## src/rtl/mbm_pkg.sv

```systemverilog
package mbm_pkg;

  localparam int NIB_W   = 4;
  localparam int SHIFT_W = 8;
  localparam int CNT_W   = $clog2(SHIFT_W);
  localparam logic [NIB_W-1:0] CFG_NIB = 4'd7;
  localparam logic [NIB_W-1:0] FIX_NIB = 4'd5;
  localparam logic [NIB_W-1:0] PIA_NIB = 4'd4;
  localparam logic [NIB_W-1:0] FDC_NIB = 4'd6;

  typedef enum logic [2:0] {
    REG_RAM,
    REG_PIA,
    REG_FIXROM,
    REG_FDC,
    REG_CFG,
    REG_ROM
  } region_e;

  typedef struct packed {
    logic       sec_drive;
    logic       fdc_fast;
    logic       ram_bank;
    logic [1:0] rom_bank;
  } cfg_t;

  localparam int CFG_USED = $bits(cfg_t);

  localparam cfg_t CFG_RESET = '{sec_drive: 1'b0, fdc_fast: 1'b0,
                                 ram_bank: 1'b0, rom_bank: 2'b11};

  function automatic region_e region_of(input logic [NIB_W-1:0] nib);
    region_e r;
    if (nib[3])                    r = REG_ROM;
    else if (nib[2] == 1'b0)       r = REG_RAM;
    else if (nib == PIA_NIB)       r = REG_PIA;
    else if (nib == FIX_NIB)       r = REG_FIXROM;
    else if (nib == FDC_NIB)       r = REG_FDC;
    else                           r = REG_CFG;
    return r;
  endfunction

  function automatic logic [CNT_W-1:0] count_next(input logic [CNT_W-1:0] c);
    return c + 1'b1;
  endfunction

endpackage

```

## src/rtl/addr_decoder.sv

```systemverilog
module addr_decoder
  import mbm_pkg::*;
(
  input  logic [NIB_W-1:0] nib,
  input  logic             rw,
  input  logic             phi2,
  output region_e          region,
  output logic             rom_cs_n,
  output logic             ram_cs_n,
  output logic             pia_cs_n,
  output logic             fdc_cs_n,
  output logic             oe_n,
  output logic             we_n
);

  always_comb begin
    region   = region_of(nib);
    rom_cs_n = !((region == REG_ROM) || (region == REG_FIXROM));
    ram_cs_n = !(region == REG_RAM);
    pia_cs_n = !(region == REG_PIA);
    fdc_cs_n = !((region == REG_FDC) && phi2);
    oe_n     = !rw;
    we_n     = !(!rw && phi2);
  end

endmodule

```

## src/rtl/cfg_loader.sv

```systemverilog
module cfg_loader
  import mbm_pkg::*;
(
  input  logic             clk,
  input  logic             rst_n,
  input  logic [NIB_W-1:0] nib,
  input  logic             rw,
  input  logic             phi2,
  input  logic             d7,
  output cfg_t             cfg_q,
  output logic             wr_ev,
  output logic             xfer_ev
);

  logic               phi2_q;
  logic [NIB_W-1:0]   nib_q;
  logic               rw_q;
  logic               d7_q;
  logic [SHIFT_W-1:0] shift_q;
  logic [SHIFT_W-1:0] shift_d;
  logic [CNT_W-1:0]   bit_cnt;

  // Bus phase sampling; a write is seen on the PHI2 falling edge
  always_ff @(posedge clk or negedge rst_n) begin
    if (!rst_n) begin
      phi2_q <= 1'b0;
      nib_q  <= '0;
      rw_q   <= 1'b1;
      d7_q   <= 1'b0;
    end else begin
      phi2_q <= phi2;
      nib_q  <= nib;
      rw_q   <= rw;
      d7_q   <= d7;
    end
  end

  assign wr_ev   = phi2_q && !phi2 && (nib_q == CFG_NIB) && !rw_q;
  assign xfer_ev = wr_ev && (bit_cnt == CNT_W'(SHIFT_W - 1));
  assign shift_d = {d7_q, shift_q[SHIFT_W-1:1]};

  always_ff @(posedge clk or negedge rst_n) begin
    if (!rst_n) begin
      shift_q <= '0;
      bit_cnt <= '0;
      cfg_q   <= CFG_RESET;
    end else if (wr_ev) begin
      shift_q <= shift_d;
      bit_cnt <= count_next(bit_cnt);
      if (xfer_ev) cfg_q <= cfg_t'(shift_d[CFG_USED-1:0]);
    end
  end

  a_r8_hold_without_xfer: assert property (@(posedge clk) disable iff (!rst_n)
    !xfer_ev |=> $stable(cfg_q));

  a_r7_count_step: assert property (@(posedge clk) disable iff (!rst_n)
    (wr_ev && !xfer_ev) |=> (bit_cnt == CNT_W'($past(bit_cnt) + 1)));

  a_r10_count_restart: assert property (@(posedge clk) disable iff (!rst_n)
    xfer_ev |=> (bit_cnt == '0));

  a_r8_idle_count: assert property (@(posedge clk) disable iff (!rst_n)
    !wr_ev |=> $stable(bit_cnt));

endmodule

```

## src/rtl/bank_mapper.sv

```systemverilog
module bank_mapper
  import mbm_pkg::*;
#(
  parameter int ROM_KB = 128
) (
  input  region_e    region,
  input  logic [1:0] a14_a13,
  input  logic [1:0] rom_bank,
  input  logic       ram_bank,
  output logic [3:0] bank_addr
);

  localparam int ROM_BANKS     = ROM_KB / 32;
  localparam int ROM_BANK_BITS = (ROM_BANKS > 1) ? $clog2(ROM_BANKS) : 0;

  logic [1:0] rom_hi;

  generate
    if (ROM_BANK_BITS == 0) begin : g_rom32
      assign rom_hi = 2'b11;
    end else if (ROM_BANK_BITS == 1) begin : g_rom64
      assign rom_hi = {1'b1, rom_bank[0]};
    end else begin : g_rom128
      assign rom_hi = rom_bank;
    end
  endgenerate

  always_comb begin
    case (region)
      REG_FIXROM: bank_addr = 4'b0000;
      REG_RAM:    bank_addr = {2'b11, ram_bank, a14_a13[0]};
      REG_ROM:    bank_addr = {rom_hi, a14_a13};
      default:    bank_addr = {2'b11, a14_a13};
    endcase
  end

endmodule

```

## src/rtl/mem_bank_mgr.sv

```systemverilog
module mem_bank_mgr
  import mbm_pkg::*;
#(
  parameter int ROM_KB = 128
) (
  input  logic       clk,
  input  logic       rst_n,
  input  logic [3:0] cpu_addr_hi,
  input  logic       cpu_rw,
  input  logic       cpu_phi2,
  input  logic       cpu_d7,
  output logic       rom_cs_n,
  output logic       ram_cs_n,
  output logic       pia_cs_n,
  output logic       fdc_cs_n,
  output logic       mem_oe_n,
  output logic       mem_we_n,
  output logic [3:0] bank_addr,
  output logic       fdc_clk_fast,
  output logic       drive_primary_n
);

  region_e region;
  cfg_t    cfg_q;
  logic    wr_ev;
  logic    xfer_ev;

  addr_decoder u_dec (
    .nib      (cpu_addr_hi),
    .rw       (cpu_rw),
    .phi2     (cpu_phi2),
    .region   (region),
    .rom_cs_n (rom_cs_n),
    .ram_cs_n (ram_cs_n),
    .pia_cs_n (pia_cs_n),
    .fdc_cs_n (fdc_cs_n),
    .oe_n     (mem_oe_n),
    .we_n     (mem_we_n)
  );

  cfg_loader u_cfg (
    .clk     (clk),
    .rst_n   (rst_n),
    .nib     (cpu_addr_hi),
    .rw      (cpu_rw),
    .phi2    (cpu_phi2),
    .d7      (cpu_d7),
    .cfg_q   (cfg_q),
    .wr_ev   (wr_ev),
    .xfer_ev (xfer_ev)
  );

  bank_mapper #(.ROM_KB(ROM_KB)) u_map (
    .region    (region),
    .a14_a13   (cpu_addr_hi[2:1]),
    .rom_bank  (cfg_q.rom_bank),
    .ram_bank  (cfg_q.ram_bank),
    .bank_addr (bank_addr)
  );

  assign fdc_clk_fast    = cfg_q.fdc_fast;
  assign drive_primary_n = cfg_q.sec_drive;

  a_r3_fdc_phase: assert property (@(posedge clk) disable iff (!rst_n)
    !fdc_cs_n |-> cpu_phi2 && (cpu_addr_hi == 4'd6));

  a_r9_single_select: assert property (@(posedge clk) disable iff (!rst_n)
    $onehot0({!rom_cs_n, !ram_cs_n, !pia_cs_n, !fdc_cs_n}));

  a_r5_fixed_window: assert property (@(posedge clk) disable iff (!rst_n)
    (cpu_addr_hi == 4'd5) |-> (bank_addr == 4'b0000) && !rom_cs_n);

  a_r6_write_phase: assert property (@(posedge clk) disable iff (!rst_n)
    !mem_we_n |-> !cpu_rw && cpu_phi2 && mem_oe_n);

  a_r4_rom_low_lines: assert property (@(posedge clk) disable iff (!rst_n)
    cpu_addr_hi[3] |-> (bank_addr[1:0] == cpu_addr_hi[2:1]) && !rom_cs_n);

endmodule

```

## config.mk

```make
export PLATFORM = sky130hd
export DESIGN_NAME = mem_bank_mgr
export DESIGN_NICKNAME = d
export VERILOG_FILES = /design/src/rtl/mbm_pkg.sv /design/src/rtl/addr_decoder.sv /design/src/rtl/cfg_loader.sv /design/src/rtl/bank_mapper.sv /design/src/rtl/mem_bank_mgr.sv
export SDC_FILE = /design/constraint.sdc
export NUM_CORES = 1
export LEC_CHECK = 0
export ABC_CLOCK_PERIOD_IN_PS = 1800
export BUFFER_PORTS_ARGS = -buffer_cell sky130_fd_sc_hd__buf_2
export CAP_MARGIN = 10
export CELL_PAD_IN_SITES_DETAIL_PLACEMENT = 2
export CELL_PAD_IN_SITES_GLOBAL_PLACEMENT = 2
export CORE_MARGIN = 2
export CORE_UTILIZATION = 35
export CTS_CLUSTER_SIZE = 8
export DETAILED_ROUTE_END_ITERATION = 10
export GPL_TIMING_DRIVEN = 0
export PLACE_DENSITY_LB_ADDON = 0.1
export SLEW_MARGIN = 20
export SYNTH_ARGS = -nofsm -noshare
export SYNTH_HDL_FRONTEND = slang
export SYNTH_SLANG_ARGS = --single-unit
export TNS_END_PERCENT = 10
```

## constraint.sdc

```tcl
create_clock -name clk -period 1.8 [get_ports clk]
set_input_delay 0.09 -clock clk [delete_from_list [all_inputs] [get_ports clk]]
set_output_delay 0.09 -clock clk [all_outputs]
set_load 0.02 [all_outputs]
```

# Word-level counts from Yosys, hierarchy flattened
# Index checks and enable logic that the tools add are counted.
# totals
ff_bits	23
inputBits	9
wordCells	43
# classes
n_addsub	1
eq_ne	9
mux	6
n_reduce_logical	17
# op_table
cell	count
equality test 4 x 3 -> 1 bit (second input constant)	4
two-way mux 3 bit	5
case mux 4 bit (3 select lines)	1
zero test 1 bit	8
equality test 3 x 2 -> 1 bit (second input constant)	2
equality test 3 bit (second input constant)	2
logical AND 1 bit	6
adder 3 x 1 -> 3 bit (second input constant)	1
equality test 3 x 1 -> 1 bit (second input constant)	1
zero test 3 bit	1
AND reduction 2 bit	1
logical OR 1 bit	1

# Depth between registers and ports, before layout
# Gate-level depths: netlist of the first run.
# depth
depth_word	9
mapped_depth	4
ltp_nobuf	4

# Modules after synthesis
# Synthesis of the first run repeated with hierarchy kept, for this count alone.
# hier_totals
hier_cells	67
hier_area_um2	940.9
# modules_own_cells
module	instances	cells_per_inst	area_per_inst_um2	seq_area_each_um2
cfg_loader	1	45	805.8	554.3
addr_decoder	1	14	80.1	0.0
bank_mapper	1	8	55.1	0.0

# Worst setup path before layout of the first run
# Ideal clock, no wire load.
# synth_timing
path_type	flip-flop to flip-flop
start	reg u_cfg.rw_q
end	reg u_cfg.bit_cnt[1]
arrival_time_ns	1.335
required_time_ns	1.675
setup_slack_ns	0.340
path_stages_with_launch	4
n_path_buf	0
synth_period_minus_slack_ns	1.460
path_cell_list	dfstp_2 -> nand4bb_4 -> nor3_4 -> mux2_2
# synth_via
elab_chain_len	2
# synth_lines
item	line_no	rtl
start: declaration	cfg_loader.sv:17	logic rw_q;
start signal: assignment	cfg_loader.sv:33	rw_q <= rw;
zero test 1 bit	cfg_loader.sv:38	assign wr_ev = phi2_q && !phi2 && (nib_q == CFG_NIB) && !rw_q;
logical AND 1 bit	cfg_loader.sv:38	
end signal: assignment	cfg_loader.sv:49	bit_cnt <= count_next(bit_cnt);
end: declaration	cfg_loader.sv:21	logic [CNT_W-1:0] bit_cnt;
# Every way passes these cells.
# A chain may end at the register's enable or synchronous reset.

# Worst setup path after layout of the first run
# layout_timing
start	reg u_cfg.rw_q
end	reg u_cfg.bit_cnt[2]
# The elaborated chain is that of the path after synthesis.

==> summary.txt, run 1 <==
Run status
  – Status: complete, no violations

Floorplanning
  – I/O pin count: 21
  – Starting Density: 36.34%
  – Chip height: about 54 um
  – Die X-Extent: about 54 um
  – Site row count: 18
  – Die area: just under 3000 sq um
  – Core area: 2455 sq um

Critical path
  – Startpoint types: flip-flop
  – Critical path type: reg2reg
  – Critical path data required time: approximately 2.0 ns
  – Crit end category: flip-flop
  – CP max FO: 10
  – WP data arrival: 1.83 ns
  – R2r setup slk: 0.17 ns

Logic synthesis
  – Netlist Area Pre-Place: 892.1 sq um
  – Post-synthesis simple-gate area fraction: between 10% and 20%
  – Synth cell types: 19
  – Mapped Avg Cell Area: 15.65 sq um
  – Synth Warn #: 0
  – Post-synth top area cell: dfrtp_1
  – Sequential fraction of the synthesis area: 62.13%
  – Dominant cells by area after synthesis: dfrtp_1 53%, mux2_2 18%, dfstp_2 8.8%, nand4bb_4 3.1%, ha_1 2.8%
  – #FFs+latches synth: 22
  – Mapped Nets: 68
  – Synth top area share: 53.30%
  – Synth Area in Adders: 2.805%
  – Compound-Gate Fraction of Synth Area: 3.927%
  – Largest family of logic cells by synthesized area: multiplexers
  – Synth Area in XOR/XNOR: 0.9818%
  – Mux cell area share after synthesis: 17.67%
  – Post-synthesis cell count: 57

STA
  – Max_slew headroom: 65.65%
  – Final setup fails: 0
  – Max frequency: 0.6129 GHz
  – Final Hold Fails: 0
  – Setup tns final: 0 ns
  – Crit share post-route: 90.65%
  – Unrepaired setup endpoints after global routing: false
  – Slew @ Worst Pin: around 0.5 ns
  – Slew Limit Fails: 0
  – Clock skew: 0.006684 ns
  – Tmin final: approximately 1.6 ns

Clock tree
  – CTS Buf Count: 3
  – CTS sink cnt: 22
  – Hold buffer count at cts: 8
  – Post-cts repair resize count: 0
  – CTS tree: built
  – Clock Pin Slew Worst Setup and Hold Paths: 0.13 ns
  – Latest clock arrival within the worst-skew pair: about 0.30 ns
  – Clock Tree Root: clkbuf_4
  – Bufs on Longest Clock Path: 2
  – Htree depth: 1
  – Setup Buffers After CTS: 0

Drt
  – Initial DRC count: 2
  – Vias: between 500 and 600
  – Detail Route Antenna Nets: 0
  – Per-cell routed wire length: between 15 and 20 um
  – Drt drc: 0
  – Vias per cell: 4.773
  – Total Wirelength: ~1.8 mm
  – First-pass DRT Iterations: 3

Layout
  – # diodes: 0
  – Layout area overhead: 30.29%
  – Final instance area: 1162 sq um
  – Filler cells: 247
  – Share of cells above drive strength 1: 50.56%
  – Most frequent cells in the layout: 20 x buf_2, 19 x dfrtp_1, 14 x mux2_2, 8 x dlygate4sd3_1
  – Final Net Count: 101
  – Most common cell after layout, fill and taps aside: buf_2

Power
  – Peak supply drop: 0.4183 mV
  – Leak pwr: 0.5819 nW
  – Power Density: 876.6 nW/um^2

Global routing
  – Largest net degree at the start of global routing: 23
  – Initial antenna violation count: 0
  – Vias in the first global route: 613
  – Gr ovfl total: 0
  – GRT Total Usage: between 10% and 20%
  – First-pass GRT wire length: between 2 and 3 mm

Flow run
  – Max Cap Viol: 0

Min path
  – Hold/Removal Path Class: in2async

Placement
  – Placement Cell Area: 1030 sq um
  – HPWL Detailed: 1.319 mm
  – Port Buf Inserts: 20
  – Global placement routability congestion: 0.6439
-- stage by stage --
step | setup WS [ns] | hold WS [ns] | util, % | total power [mW] | std cells
6_report | 0.1684 | 0.2692 | 47.35 | 1.019 | 119
5_1_grt | 0.09492 | 0.2985 | 47.35 | 1.066 | 119
4_1_cts | 0.1392 | 0.2676 | 47.35 | 1.037 | 119
3_5_place_dp | 0.1548 | 0.08535 | 41.95 | 0.6422 | 107
3_3_place_gp | 0.1938 | 0.07324 | 41.95 | 0.6339 | 107
2_1_floorplan | 0.3401 | -0.2056 | - | 0.5924 | 57
-- registers in the layout, indices dropped and copies added, names as in the netlist --
| signal | flops |
|---|---|
| u_cfg.bit_cnt | 3 |
| u_cfg.cfg_q | 5 |
| u_cfg.d7_q | 1 |
| u_cfg.nib_q | 4 |
| u_cfg.phi2_q | 1 |
| u_cfg.rw_q | 1 |
| u_cfg.shift_q | 7 |
-- layer usage --
layer,vias to the layer above,global-route usage (%),part of all wire [%],wire [um]
met5,-,0,0,0
met4,0,6.250,0.70,13
met3,2,3.279,2.4,45
met2,8,24.90,53,973
met1,293,18.42,44,814
li1,265,-,-,-
-- synthesized netlist by cell type --
cell	count
nor4b_4	1
ha_1	2
a41oi_1	1
nor2_1	1
dfrtp_1	19
nand4bb_4	1
xor2_1	1
mux2_2	14
inv_1	3
nand2_1	2
nand4_1	1
a31oi_1	1
or2_2	1
nor3_4	1
nand3_1	1
a21oi_1	1
dfstp_2	3
a21o_1	2
clkbuf_1	1
-- logic make-up (layout without fill, tap and decap cells) --
kind of cell             Yosys count  after routing
multiplexers                      14             14
flip-flops                        22             22
AND/OR/NAND/NOR                    9              9
XOR/XNOR                           1              1
buffers and inverters              4             36
adder cells (fa/ha/maj)            2              2
AO/OA/AOI/OAI                      5              5
-- worst paths after layout --
kind | from | to | cells after the start
worst max-delay path | u_cfg.rw_q | u_cfg.bit_cnt[2] | 3
worst min-delay path | rst_n | u_cfg.nib_q[3] | 2
worst max register to register | u_cfg.rw_q | u_cfg.bit_cnt[2] | 3
worst min register to register | u_cfg.bit_cnt[0] | u_cfg.bit_cnt[0] | 1
max in group asynchronous | rst_n | u_cfg.cfg_q[1] | 2
min in group clk | cpu_d7 | u_cfg.d7_q | 2
-- critical path, cell delays in order (launching register included) --
cell       delay (ns)
dfstp_2          0.38
nand4bb_4        0.25
nor3_4           0.48
mux2_2           0.41
-- final cells by class --
cell class | count | area (sq um) | share of cell area [%]
timing repair buffer | 28 | 180.2 | 15.50
clock buffer | 3 | 22.52 | 1.938
multi-input combinational | 31 | 322.8 | 27.77
tap | 30 | 37.54 | 3.229
inverter | 3 | 11.26 | 0.9688
sequential | 22 | 554.3 | 47.69
clock inverter | 1 | 30.03 | 2.583
buffer | 1 | 3.754 | 0.3229
-- report_power, final --
part	internal, mW	total [mW]	switching [mW]
clock network	0.225	0.376	0.151
logic	0.0493	0.109	0.0598
registers	0.520	0.534	0.0138
total	0.794	1.02	0.225
(Power assumes the default switching activity.)
==> inputs of run 2 (changes only) <==
--- a/config.mk
+++ b/config.mk
@@ -14,4 +14,5 @@
 export CORE_UTILIZATION = 35
-export CTS_CLUSTER_SIZE = 8
+export CTS_CLUSTER_SIZE = 16
 export DETAILED_ROUTE_END_ITERATION = 10
+export GPL_ROUTABILITY_DRIVEN = 0
 export GPL_TIMING_DRIVEN = 0
--- a/constraint.sdc
+++ b/constraint.sdc
@@ -3,2 +3,2 @@
 set_output_delay 0.09 -clock clk [all_outputs]
-set_load 0.02 [all_outputs]
+set_load 0.1 [all_outputs]
==> run 2 against run 1 <==
Utilization down 0.51 points. Routed wire length down 7.3%. Via count up 3.9%. Critical path depth up 3. Global-route usage up 0.073 points. Sequential share of layout area up 0.52 points. Critical endpoint is now bank_addr[3]. Worst hold slack worse by 0.012 ns. Total power down 7.6%. Combinational power up 64%. Fmax down 2.1%. Final cell count unchanged. Critical path type is now in2out.
==> summary.txt, run 2 (synthesis results as in run 1) <==
Floorplanning
  – Starting Density: 36.34%
  – Chip height: approximately 54 um
  – Die X-Extent: 54.49 um
  – Die area: just under 3000 sq um
  – I/O pin count: 21
  – Core area: 2455 sq um
  – Site row count: 18

Drt
  – Initial DRC count: 5
  – First-pass DRT Iterations: 2
  – Detail Route Antenna Nets: 0
  – Per-cell routed wire length: 14.39 um
  – Drt drc: 0
  – Vias per cell: a little under 5
  – Total Wirelength: 1.712 mm
  – Vias: just under 600

Min path
  – Hold/Removal Path Class: in2async

STA
  – Fin Hold WS: 0.2575 ns
  – Slew @ Worst Pin: around 0.50 ns
  – Final setup fails: 0
  – Tmin final: about 1.7 ns
  – Max_slew headroom: 66.51%
  – Crit share post-route: roughly 90%
  – Slew Limit Fails: 0
  – Max frequency: 0.6002 GHz
  – Clock skew: between 0.01 and 0.015 ns
  – Final Hold Fails: 0
  – Setup tns final: 0 ns
  – Unrepaired setup endpoints after global routing: false

Layout
  – # diodes: 0
  – Most flop-heavy register: u_cfg.shift_q
  – Largest regs: u_cfg.shift_q x7, u_cfg.cfg_q x5, u_cfg.nib_q x4
  – Most frequent cells in the layout: 20 x buf_2, 19 x dfrtp_1, 14 x mux2_2, 8 x dlygate4sd3_1
  – Most common cell after layout, fill and taps aside: buf_2
  – Final Net Count: 101
  – Final instance area: 1150 sq um
  – Share of cells above drive strength 1: 51.69%
  – Number of flip-flops in the largest register: 7
  – Layout Cells excl Fill: 119
  – Layout area overhead: 28.89%

Clock tree
  – CTS sink cnt: 22
  – Latest clock arrival within the worst-skew pair: between 0.3 and 0.4 ns
  – Bufs on Longest Clock Path: 2
  – Clock Pin Slew Worst Setup and Hold Paths: around 0.12 ns
  – Setup Buffers After CTS: 0
  – CTS tree: built
  – CTS Buf Count: 3
  – Htree depth: 1
  – Clock Tree Root: clkbuf_4

Placement
  – HPWL Detailed: 1.270 mm
  – Port Buf Inserts: 20
  – Placement Cell Area: between 1000 and 1500 sq um
  – Dpl cells: 107

Power
  – Power Density: 818.6 nW/um^2
  – Leak pwr: 0.5698 nW
  – Overall power: around 0.94 mW
  – Peak supply drop: ~0.46 mV

Critical path
  – WP data arrival: 1.58 ns
  – FF-to-FF path depth: 3
  – R2r setup slk: 0.20 ns
  – RR Startpoint: u_cfg.rw_q
  – Reg2Reg Capture Point: u_cfg.cfg_q[2]
  – Critical path data required time: 1.71 ns
  – Critical path type: in2out
  – Startpoint types: input pin
  – CP max FO: 4
  – Crit end category: primary output

Global routing
  – First-pass GRT wire length: 2.939 mm
  – Largest net degree at the start of global routing: 23
  – Vias in the first global route: between 600 and 700
  – Initial antenna violation count: 0
  – GRT Total Usage: 14.94%
  – Gr ovfl total: 0

Run status
  – Status: complete, no violations

Flow run
  – Max Cap Viol: 0
## run 2: changes by cell type in the layout (fill, tap and decap cells not counted)
cell / before / now
a31oi_1: 1 / 0
a31oi_2: 0 / 1
a41oi_1: 1 / 0
a41oi_2: 0 / 1
bufinv_16: 1 / 0
clkbuf_1: 1 / 2
## run 2: worst max path at each step
stage	start	endpoint	slack (ns)
floorplan	cpu_addr_hi[1]	bank_addr[2]	-0.20
global placement	u_cfg.rw_q	u_cfg.cfg_q[3]	0.21
detailed placement	u_cfg.rw_q	u_cfg.cfg_q[4]	0.16
CTS	cpu_addr_hi[1]	bank_addr[3]	0.12
global route	cpu_addr_hi[1]	bank_addr[3]	0.02
finish	cpu_addr_hi[1]	bank_addr[3]	0.13
## run 2: metal layers
| layer | up-vias | routed length [um] | track usage, % | share of wire [%] |
|---|---|---|---|---|
| met5 | - | 0 | 0 | 0 |
| met4 | 0 | 52 | 10.00 | 3.0 |
| met3 | 5 | 58 | 2.459 | 3.4 |
| met2 | 11 | 922 | 25.50 | 54 |
| met1 | 309 | 679 | 17.04 | 40 |
| li1 | 265 | - | - | - |
## run 2: cell type report
type	count	area, sq um
plain buffers	1	3.754
clock buffers	4	26.28
fillers	246	1305
inverters	3	11.26
multi-input cells	31	336.6
flip-flops and latches	22	554.3
well taps	30	37.54
repair buffers	28	180.2
## run 2: where the power goes
part	switching, mW	total [mW]	leakage [nW]	internal [mW]
registers	0.0134	0.533	0.279	0.520
logic	0.129	0.179	0.276	0.0499
clock network	0.142	0.229	0.0150	0.0865
total	0.285	0.941	0.570	0.656
## run 2: through the flow
step / setup slack [ns] / util, %
2_1_floorplan: -0.1960 / -
3_3_place_gp: 0.2072 / 42.51
3_5_place_dp: 0.1550 / 42.51
4_1_cts: 0.1249 / 46.84
5_1_grt: 0.01847 / 46.84
6_report: 0.1338 / 46.84
## run 2: repair_timing
item	in CTS	in global routing
hold buffers	8	0
resized for setup	0	0
hold endpoints to repair	26	0
## run 2: critical path, stage by stage
cell	delay, ns
dlygate4sd3_1	0.51
buf_2	0.13
inv_1	0.09
a31oi_2	0.23
a21o_1	0.11
buf_2	0.41
